[src/rtl/dacbank_pkg.sv]
package dacbank_pkg;
  localparam int unsigned DEF_NCH = 16;
  localparam int unsigned DEF_DW  = 8;
endpackage

[src/rtl/dacbank_addr_dec.sv]
module dacbank_addr_dec #(
  parameter int unsigned NCH = 16,
  localparam int unsigned AW = $clog2(NCH)
) (
  input  logic [AW-1:0]  addr_i,
  input  logic           wr_i,
  output logic [NCH-1:0] hit_o
);
  for (genvar g = 0; g < NCH; g++) begin : g_dec
    assign hit_o[g] = wr_i && (addr_i == AW'(g));
  end
endmodule

[src/rtl/dacbank_chan.sv]
module dacbank_chan #(
  parameter int unsigned DW = 8
) (
  input  logic          clk_i,
  input  logic          rst_ni,
  input  logic          wr_hit_i,
  input  logic          load_ni,
  input  logic [DW-1:0] wdata_i,
  output logic [DW-1:0] in_o,
  output logic [DW-1:0] dac_o
);
  logic [DW-1:0] in_q, dac_q, in_d;

  assign in_d = wr_hit_i ? wdata_i : in_q;

  always_ff @(posedge clk_i or negedge rst_ni) begin
    if (!rst_ni) in_q <= '0;
    else         in_q <= in_d;
  end

  // transfer takes the value being written this edge
  always_ff @(posedge clk_i or negedge rst_ni) begin
    if (!rst_ni)       dac_q <= '0;
    else if (!load_ni) dac_q <= in_d;
  end

  assign in_o  = in_q;
  assign dac_o = dac_q;

  p_write_r3: assert property (@(posedge clk_i) disable iff (!rst_ni)
    wr_hit_i |=> in_q == $past(wdata_i));
  p_keep_r3: assert property (@(posedge clk_i) disable iff (!rst_ni)
    !wr_hit_i |=> $stable(in_q));
  p_hold_r4: assert property (@(posedge clk_i) disable iff (!rst_ni)
    load_ni |=> $stable(dac_q));
  p_copy_r5: assert property (@(posedge clk_i) disable iff (!rst_ni)
    (!load_ni && !wr_hit_i) |=> dac_q == $past(in_q));
  p_through_r6: assert property (@(posedge clk_i) disable iff (!rst_ni)
    (!load_ni && wr_hit_i) |=> dac_q == $past(wdata_i));
endmodule

[src/rtl/dacbank_rd_mux.sv]
module dacbank_rd_mux #(
  parameter int unsigned NCH = 16,
  parameter int unsigned DW  = 8,
  localparam int unsigned AW = $clog2(NCH)
) (
  input  logic [NCH*DW-1:0] in_flat_i,
  input  logic [AW-1:0]     addr_i,
  input  logic              rd_i,
  output logic [DW-1:0]     rd_data_o
);
  always_comb begin
    rd_data_o = '0;
    if (rd_i) rd_data_o = in_flat_i[addr_i*DW +: DW];
  end
endmodule

[src/rtl/dacbank_top.sv]
module dacbank_top
  import dacbank_pkg::*;
#(
  parameter int unsigned NCH = DEF_NCH,
  parameter int unsigned DW  = DEF_DW,
  localparam int unsigned AW = $clog2(NCH)
) (
  input  logic              clk_i,
  input  logic              rst_ni,
  input  logic [AW-1:0]     addr_i,
  input  logic [DW-1:0]     wdata_i,
  input  logic              wr_i,
  input  logic              rd_i,
  input  logic              load_ni,
  output logic [DW-1:0]     rd_data_o,
  output logic              rd_oe_o,
  output logic [NCH*DW-1:0] dac_o
);
  logic [NCH-1:0]    hit;
  logic [NCH*DW-1:0] in_flat;

  dacbank_addr_dec #(.NCH(NCH)) u_dec (
    .addr_i(addr_i), .wr_i(wr_i), .hit_o(hit)
  );

  for (genvar g = 0; g < NCH; g++) begin : g_ch
    dacbank_chan #(.DW(DW)) u_ch (
      .clk_i   (clk_i),
      .rst_ni  (rst_ni),
      .wr_hit_i(hit[g]),
      .load_ni (load_ni),
      .wdata_i (wdata_i),
      .in_o    (in_flat[g*DW +: DW]),
      .dac_o   (dac_o[g*DW +: DW])
    );
  end

  dacbank_rd_mux #(.NCH(NCH), .DW(DW)) u_rd (
    .in_flat_i(in_flat), .addr_i(addr_i), .rd_i(rd_i), .rd_data_o(rd_data_o)
  );

  assign rd_oe_o = rd_i;

  p_onehot_r3: assert property (@(posedge clk_i) disable iff (!rst_ni)
    $onehot0(hit));
  p_rd_idle_r7: assert property (@(posedge clk_i) disable iff (!rst_ni)
    !rd_oe_o |-> rd_data_o == '0);
endmodule

[config.mk]
export PLATFORM = sky130hd
export DESIGN_NAME = dacbank_top
export DESIGN_NICKNAME = d
export VERILOG_FILES = /design/src/rtl/dacbank_pkg.sv /design/src/rtl/dacbank_addr_dec.sv /design/src/rtl/dacbank_chan.sv /design/src/rtl/dacbank_rd_mux.sv /design/src/rtl/dacbank_top.sv
export SDC_FILE = /design/constraint.sdc
export NUM_CORES = 1
export LEC_CHECK = 0
export BUFFER_PORTS_ARGS = -buffer_cell sky130_fd_sc_hd__buf_4
export CORE_AREA = 5 5 181 183
export CTS_CLUSTER_SIZE = 30
export DETAILED_ROUTE_END_ITERATION = 8
export DIE_AREA = 0 0 186 188
export PLACE_DENSITY = 0.51
export SKIP_LAST_GASP = 1
export SLEW_MARGIN = 15
export SYNTH_ARGS = -nofsm -noshare
export SYNTH_HDL_FRONTEND = slang
export SYNTH_SLANG_ARGS = --single-unit
[constraint.sdc]
create_clock -name clk_i -period 2.8 [get_ports clk_i]
set_clock_uncertainty 0.2 [all_clocks]
set_input_delay 0.14 -clock clk_i [delete_from_list [all_inputs] [get_ports clk_i]]
set_output_delay 0.14 -clock clk_i [all_outputs]
set_load 0.1 [all_outputs]
==> flow_summary.ini, run 1 <==
[grt]
grt.total_usage_pct = 16.66
globalRouteMet3Util_pct = 2.755
first_global_vias = 7043
grt_overflow_total = 0
grt_use_met1_pct = 23.40
grt_max_degree = 93
met2_usage_pct = 27.42
antenna_found_initial = 0
grt_pass1_wl_um = 44860
grt_busiest_layer = met2

[pwr]
ir_worst_vdd_mv = 0.6833
p_per_area_nw_per_um2 = 1181
p_leak_uw = 0.006091

[route]
drc = 0
drt-pass1-iter-count = 5
routed_wl_um = 29160
ant_nets = 0
routed-via-count = 6346
dr.first_iter.drc_count = 422
routed_via_density = 5.005
wl_per_cell_um = 22.99

[clock_tree]
clk_path_buf_depth = 3
cts_buffers = 28
cts_max_level = 1
cts.sinks = 256
post_cts_buffers = 0
ctsRootBufferMaster = clkbuf_16
clk_pin_slew_ns = 0.06
insertion_delay_ns = 0.53
cts_tree = yes

[synthesis]
synth_ff_type = dfrtp_1
synth_edf_count = 0
avgSynthCellArea_um2 = 15.85
yosys_warnings = 0
synth_nets = 693
yosys_register_bits = 256
ys_seq_area_share_pct = 59.79
synthArstFlopShare_pct = 100.0
synth_cell_types = 26
syn_inst = 676
netlist_area_um2 = 10720

[placed_design]
hpwl_um = 20670
dpl_worst_slack_ns = 0.5693
place_congestion = 0.8079
place_inst = 1205
io_buffer_count = 153

[critical_path]
path_max_fanout = 2
worst-path-buf-inv = 1
crit_path_max_incr_delay_ns = 0.52
startpoint_type = register
slowest_stage = mux4_2
end_kind = output pin
path_cells = mux4_2 -> a32oi_1 -> o211ai_1 -> buf_4
critPathKind = reg2out
worst_ep_required_time_ns = 2.46
crit_arrival_ns = 2.11
path_delay_family = multiplexers

[sta]
clock.fmax_mhz = 408.5
period_needed_ns = 2.448
fin_ws_ns = 0.3522
slew_headroom_pct = 47.63
report.final.hold_viol_count = 4
tightest_slew_ns = 0.7855
finalCritPeriodShare_pct = 87.42
rsz0062_at_grt = false
hold_slack_ns = -0.01911
setup_viol = 0
fin_setup_tns_ns = 0
report.final.slew_viol_count = 0

[die]
fp.dieH_um = 188
core_area_um2 = 31070
fp.dieArea_um2 = 34970
die_x_um = 186
start_util_pct = 34.49
rows = 65
ios = 154

[outcome]
status = finished, violations left
violations = hold timing

[final_layout]
antenna_cells = 0
area_growth_syn_to_layout_pct = 25.74
stdcell_count = 1268
finish.utilization_pct = 43.37
final_layout_size_suffix_gt1_share_pct = 58.43
fin_nets = 861
layout_common_cells = dfrtp_1, mux2_2, buf_4
layout.cells.most_common = dfrtp_1

[min_path]
min_path_type = in2async

[flow_run]
maxCapViolations = 0
## synthesized netlist by cell type, types with 7 or more instances
master / count / area [um^2]
nand2_1: 25 / 93.84
mux2_2: 241 / 2714
buf_2: 8 / 40.04
mux2_4: 15 / 225.2
nor2_2: 8 / 50.05
mux2i_1: 18 / 180.2
o211ai_1: 7 / 52.55
nand4_1: 7 / 43.79
clkbuf_1: 31 / 116.4
mux4_2: 23 / 518.0
dfrtp_1: 256 / 6406
a32oi_1: 7 / 61.31
## layout make-up
class                   count  area (um^2)
repair buffers            182         1451
clock buffers              39        803.3
clock inverters            13        205.2
flip-flops and latches    256         6406
well taps                 402        503.0
multi-input cells         376         4104
fillers                  2830        17590
## path summary, 6_finish.rpt
| kind | end | from | slack [ns] | cells after the start |
|---|---|---|---|---|
| max | rd_data_o[4] | g_ch[8].u_ch.in_o[4]$_DFF_PN0_ | 0.35 | 4 |
| min | g_ch[8].u_ch.dac_o[6]$_DFFE_PN0N_ | rst_ni | -0.02 | 2 |
| max reg2reg | g_ch[8].u_ch.dac_o[4]$_DFFE_PN0N_ | g_ch[8].u_ch.in_o[4]$_DFF_PN0_ | 1.52 | 2 |
| min reg2reg | g_ch[14].u_ch.dac_o[1]$_DFFE_PN0N_ | g_ch[14].u_ch.dac_o[1]$_DFFE_PN0N_ | 0.31 | 1 |
| max in group asynchronous | g_ch[15].u_ch.in_o[5]$_DFF_PN0_ | rst_ni | 1.49 | 3 |
| min in group clk_i | g_ch[10].u_ch.in_o[5]$_DFF_PN0_ | addr_i[2] | 0.09 | 4 |
## power by group
group | switching [uW] | internal [uW] | leakage (uW)
Clock | 1510 | 2470 | 0.000484
Combinational | 5030 | 1670 | 0.00247
Sequential | 584 | 4650 | 0.00314
## routing by layer
metal | up-vias | routed length, um
li1 | 2800 | -
met1 | 3359 | 12880
met3 | 28 | 1480
met4 | 0 | 421
met2 | 159 | 14370
met5 | - | 0
## state kept, by name (all words and copies together) (netlist names)
register	count
g_ch.u_ch.dac_o	128
g_ch.u_ch.in_o	128
## through the flow
| step | hold WS (ns) | cell area [um^2] | power [uW] |
|---|---|---|---|
| 3_3_place_gp | 0.02042 | 12350 | 11960 |
| 3_5_place_dp | 0.02787 | 12350 | 12030 |
| 2_1_floorplan | -0.3556 | 10730 | 10320 |
| 4_1_cts | 0.04466 | 13470 | 16090 |
| 5_1_grt | 0.05648 | 13470 | 16520 |
| 6_report | -0.01911 | 13470 | 15910 |
## kinds of logic (layout without fill, tap and decap cells)
logic type | after synthesis | in the layout | synth area share [%]
mux | 297 | 297 | 33.94
flops | 256 | 256 | 59.79
simple gates | 61 | 61 | 3.083
buf+inv | 44 | 234 | 1.915
compound gates | 18 | 18 | 1.273
## timing repair
item | in CTS | in global routing
hold buffers | 11 | 0
endpoints found under the hold margin | 318 | 0
resized for setup | 0 | 0
Power figures use the tool's default switching activity.
==> run 2: changes to the inputs <==
Settings changed: CORE_AREA 5 5 181 183 to 5 5 232 144, CTS_CLUSTER_DIAMETER set to 30, DIE_AREA 0 0 186 188 to 0 0 237 149.
==> run 2 against run 1 <==
  * Fmax rose by 0.63%
  * Sequential cell count did not move
  * Worst hold slack improved by 0.055 ns
  * Die area rose by 0.99%
  * The flow now finishes without violations
==> flow_summary.ini, run 2 (same netlist as run 1, synthesis figures left out) <==
[pwr]
power_switching_uw = 7515
power_frac_clock_pct = 30.3
p_per_area_nw_per_um2 = 1233
seqPwrFrac_pct = 30.5
p_int_uw = 9629
p_leak_uw = 0.006295
ir_worst_vdd_mv = 0.7910
combPwrFrac_pct = 39.2
p_sw_share_pct = 43.83

[min_path]
min_path_type = in2async

[critical_path]
slowest_stage = mux4_2
end_kind = output pin
path_max_fanout = 2
critPathKind = reg2out
startpoint_type = register
path_cells = mux4_2 -> a32oi_1 -> o211ai_1 -> buf_4
crit_arrival_ns = 2.09
crit_path_max_incr_delay_ns = 0.57
worst_ep_required_time_ns = 2.46

[grt]
grt_overflow_total = 0
antenna_found_initial = 0
first_global_vias = 7133
grt.total_usage_pct = 16.91
grt_max_degree = 74
grt_pass1_wl_um = 45610

[die]
die_x_um = 237
ios = 154
rows = 50
fp.dieH_um = 149
start_util_pct = 34.74
fp.dieArea_um2 = 35310
core_area_um2 = 30840

[route]
dr.first_iter.drc_count = 262
wl_met2_um = 13540
wl_met1_um = 14170
ant_nets = 0
wl_met3_um = 1579
wl_per_cell_um = 22.92
routed_wl_um = 29890
drt-pass1-iter-count = 4
maxUsedRoutingLayer = met4
routed-via-count = 6363
drc = 0
routed_via_density = 4.880

[clock_tree]
ctsRootBufferMaster = clkbuf_16
cts_max_level = 2
cts_tree = yes
post_cts_resized = 0
clk_path_buf_depth = 3
clk_pin_slew_ns = 0.05
cts_buffers = 45
cts.sinks = 256
insertion_delay_ns = 0.53

[outcome]
status = finished, final reports clean

[sta]
period_needed_ns = 2.432
tightest_slew_ns = 0.6891
fin_ws_ns = 0.3676
finalCritPeriodShare_pct = 86.87
rsz0062_at_grt = false
fin_setup_tns_ns = 0
setup_viol = 0
slew_headroom_pct = 54.06
report.final.slew_viol_count = 0
clock.fmax_mhz = 411.1
report.final.hold_viol_count = 0

[placed_design]
dpl_worst_slack_ns = 0.3980
hpwl_um = 21050
place_congestion = 0.8209
io_buffer_count = 153

[final_layout]
seq_area_um2 = 6406
layout_common_cells = dfrtp_1, mux2_2, buf_4
area_growth_syn_to_layout_pct = 29.80
n_fill_cell = 2718
final_layout_size_suffix_gt1_share_pct = 59.98
fin_nets = 870
multiInputGateArea_um2 = 4104
layout.cells.most_common = dfrtp_1

[flow_run]
maxCapViolations = 0
run 2: changes by cell type in the layout (fill, tap and decap cells not counted), sizes merged:
| cell | previous run | this run |
|---|---|---|
| diode | 0 | 1 |
| clkinvlp | 3 | 5 |
| buf | 171 | 165 |
| clkbuf | 39 | 54 |
| inv | 0 | 4 |
| bufinv | 5 | 2 |
| clkinv | 5 | 16 |
| dlygate4sd3 | 11 | 9 |
run 2: final cells by class:
| cell class | count | share of cell area [%] |
|---|---|---|
| clock inverters | 27 | 1.790 |
| well taps | 416 | 3.742 |
| diodes | 1 | 0.01799 |
| multi-input cells | 376 | 29.51 |
| clock buffers | 54 | 8.771 |
| repair buffers | 174 | 10.11 |
| flip-flops and latches | 256 | 46.06 |
run 2: layer usage:
| layer | global-route usage [%] | up-vias |
|---|---|---|
| met5 | 0 | - |
| met4 | 4.614 | 0 |
| met3 | 4.157 | 46 |
| met2 | 25.84 | 155 |
| met1 | 24.24 | 3319 |
| li1 | - | 2843 |
run 2: final timing paths:
kind | cells past startpoint | slack [ns] | endpoint | start
hold / removal | 3 | 0.04 | g_ch[9].u_ch.dac_o[1]$_DFFE_PN0N_ | rst_ni
max in group asynchronous | 3 | 1.96 | g_ch[12].u_ch.in_o[0]$_DFF_PN0_ | rst_ni
min in group clk_i | 4 | 0.04 | g_ch[10].u_ch.in_o[5]$_DFF_PN0_ | wr_i
setup / recovery | 4 | 0.37 | rd_data_o[3] | g_ch[8].u_ch.in_o[3]$_DFF_PN0_
hold reg to reg | 1 | 0.30 | g_ch[6].u_ch.dac_o[3]$_DFFE_PN0N_ | g_ch[6].u_ch.dac_o[3]$_DFFE_PN0N_
setup reg to reg | 2 | 1.51 | g_ch[6].u_ch.dac_o[0]$_DFFE_PN0N_ | g_ch[6].u_ch.in_o[0]$_DFF_PN0_
run 2: per-stage QoR:
step                total power, uW  hold WS (ns)  cells  area [um^2]  util, %
floorplan                     10320       -0.3556    676        10730        -
global placement              11970       -0.1053   1212        12320    39.94
detailed placement            12040      -0.09288   1212        12320    39.94
CTS                           17360       0.02509   1303        13910    45.09
global route                  17790       0.04708   1303        13910    45.09
finish                        17140       0.03614   1304        13910    45.10
run 2: worst max-delay path, delay by kind of cell (launching register included):
family                 cells  cell delay (ns)
AO/OA/AOI/OAI              2             0.33
buffers and inverters      1             0.26
multiplexers               1             0.57
flip-flops                 1             0.38
run 2: power groups by stage:
stage / combinational (uW) / sequential (uW) / clock [uW]
global route: 6940 / 5350 / 5500
CTS: 6780 / 5250 / 5340
finish: 6720 / 5230 / 5190
detailed placement: 6750 / 5290 / 0
floorplan: 1440 / 8870 / 0
global placement: 6700 / 5270 / 0
run 2: timing repair:
| item | in CTS | in global routing |
|---|---|---|
| setup endpoints to repair | 0 | 0 |
| buffers inserted | 0 | 0 |
| endpoints found under the hold margin | 423 | 0 |
| hold buffers | 10 | 0 |
==> run 3: changes to the inputs <==
Settings changed: PLACE_DENSITY 0.51 to not set, PLACE_DENSITY_LB_ADDON set to 0.15.
==> run 3 against run 2 <==
  * The flow now finishes with violations (hold timing)
  * Register-to-register slack is essentially flat
  * Global-route usage shrank 0.14 points
  * Count of clock-buffer cells in the layout shrank 4
  * Critical path depth is the same
  * Worst setup slack lost 0.017 ns
  * Cell count shrank 0.31%
  * Fmax shrank 0.71%
  * Combinational power is essentially flat
  * Total power grew 0.45%
  * Design area is essentially flat
  * Largest power group unchanged
  * Routed wire length shrank 0.86%
==> flow_summary.ini, run 3 (same netlist as run 1, synthesis figures left out) <==
[outcome]
status = finished, violations left
violations = hold timing

[final_layout]
layout.cells.most_common = dfrtp_1
layout_common_cells = dfrtp_1, mux2_2, buf_4
area_growth_syn_to_layout_pct = 29.72
antenna_cells = 0
n_fill_cell = 2741
design_area_um2 = 13900
stdcell_count = 1300
final_layout_size_suffix_gt1_share_pct = 60.07
fin_nets = 868

[clock_tree]
cts.sinks = 256
ctsHoldBuffers = 9
cts_tree = yes
cts_buffers = 41
ctsRootBufferMaster = clkbuf_16
insertion_delay_ns = 0.53
clk_pin_slew_ns = 0.05
post_cts_resized = 0
clk_path_buf_depth = 3
cts_max_level = 2
post_cts_buffers = 0

[placed_design]
io_buffer_count = 153
place_inst = 1215
hpwl_um = 20810
place_congestion = 0.7883
dpl_cell_area_um2 = 12340

[critical_path]
path_delay_family = multiplexers
end_kind = output pin
path_max_fanout = 2
crit_path_max_incr_delay_ns = 0.55
crit_arrival_ns = 2.11
startpoint_type = register
critPathKind = reg2out
path_cells = mux4_2 -> a32oi_1 -> o211ai_1 -> buf_4
worst_ep_required_time_ns = 2.46
slowest_stage = mux4_2
worst-path-buf-inv = 1

[die]
die_x_um = 237
ios = 154
fp.dieH_um = 149
fp.dieArea_um2 = 35310
core_area_um2 = 30840
rows = 50
start_util_pct = 34.74

[grt]
grt_overflow_total = 0
grt_pass1_wl_um = 45730
grt_max_degree = 74
grt.total_usage_pct = 16.77
first_global_vias = 7219
antenna_found_initial = 0

[route]
routed-via-count = 6450
drt-pass1-iter-count = 4
wl_per_cell_um = 22.79
dr.first_iter.drc_count = 348
routed_via_density = 4.962
ant_nets = 0
drc = 0
routed_wl_um = 29630

[sta]
report.final.hold_viol_count = 14
fin_setup_tns_ns = 0
finalCritPeriodShare_pct = 87.49
setup_viol = 0
hold_slack_ns = -0.009827
slew_headroom_pct = 58.61
clock.fmax_mhz = 408.2
rsz0062_at_grt = false
period_needed_ns = 2.450
report.final.slew_viol_count = 0
tightest_slew_ns = 0.6209

[pwr]
p_leak_uw = 0.006296
total_power_uw = 17220
ir_worst_vdd_mv = 0.6897
p_per_area_nw_per_um2 = 1239

[min_path]
min_path_type = in2async

[flow_run]
maxCapViolations = 0
-- run 3: cell types whose count changed in the layout (fill, tap and decap cells not counted), sizes merged --
cell / previous run / this run
buf: 165 / 167
bufinv: 2 / 5
clkbuf: 54 / 50
clkinv: 16 / 9
clkinvlp: 5 / 4
diode: 1 / 0
inv: 4 / 8
-- run 3: layout make-up --
class,count,area (um^2),share of cell area [%]
clock buffer,50,1162,8.363
clock inverter,26,305.3,2.196
multi-input combinational,376,4104,29.53
sequential,256,6406,46.09
tap,416,520.5,3.745
timing repair buffer,176,1401,10.08
-- run 3: path summary, 6_finish.rpt --
kind | from | end | slack (ns) | cells past startpoint
setup / recovery | g_ch[10].u_ch.in_o[1]$_DFF_PN0_ | rd_data_o[1] | 0.35 | 4
hold / removal | rst_ni | g_ch[1].u_ch.dac_o[1]$_DFFE_PN0N_ | -0.01 | 2
setup reg to reg | g_ch[10].u_ch.in_o[2]$_DFF_PN0_ | g_ch[10].u_ch.dac_o[2]$_DFFE_PN0N_ | 1.51 | 2
hold reg to reg | g_ch[7].u_ch.dac_o[5]$_DFFE_PN0N_ | g_ch[7].u_ch.dac_o[5]$_DFFE_PN0N_ | 0.30 | 1
max in group asynchronous | rst_ni | g_ch[0].u_ch.dac_o[4]$_DFFE_PN0N_ | 1.54 | 3
min in group clk_i | load_ni | g_ch[2].u_ch.dac_o[5]$_DFFE_PN0N_ | 0.04 | 2
-- run 3: per-stage QoR --
| stage | utilization (%) | worst slack, ns | hold WS, ns |
|---|---|---|---|
| after detailed placement | 40.02 | 0.4069 | -0.04019 |
| after floorplan | - | 0.04390 | -0.3556 |
| after global routing | 45.07 | 0.2446 | 0.05531 |
| after global placement | 40.02 | 0.4567 | -0.04771 |
| after CTS | 45.07 | 0.3166 | 0.004041 |
| final | 45.07 | 0.3502 | -0.009827 |
-- run 3: worst register-to-register path, stage by stage (launching register included) --
cell and delay (ns):
dfrtp_1 0.41, mux2_2 0.29, mux2_2 0.26
-- run 3: routing by layer --
layer  global-route usage [%]  vias to the layer above  wire length, um  share of wire [%]
li1                         -                     2835                -                  -
met3                    4.860                       40             1878                6.3
met2                    25.73                      156            13570                 46
met4                    4.729                        0              518                1.7
met1                    23.40                     3419            13670                 46
met5                        0                        -                0                  0
-- run 3: power breakdown --
group	internal (uW)	switching (uW)
clock network	3450	1850
registers	4650	563
logic	1660	5050
total	9770	7460
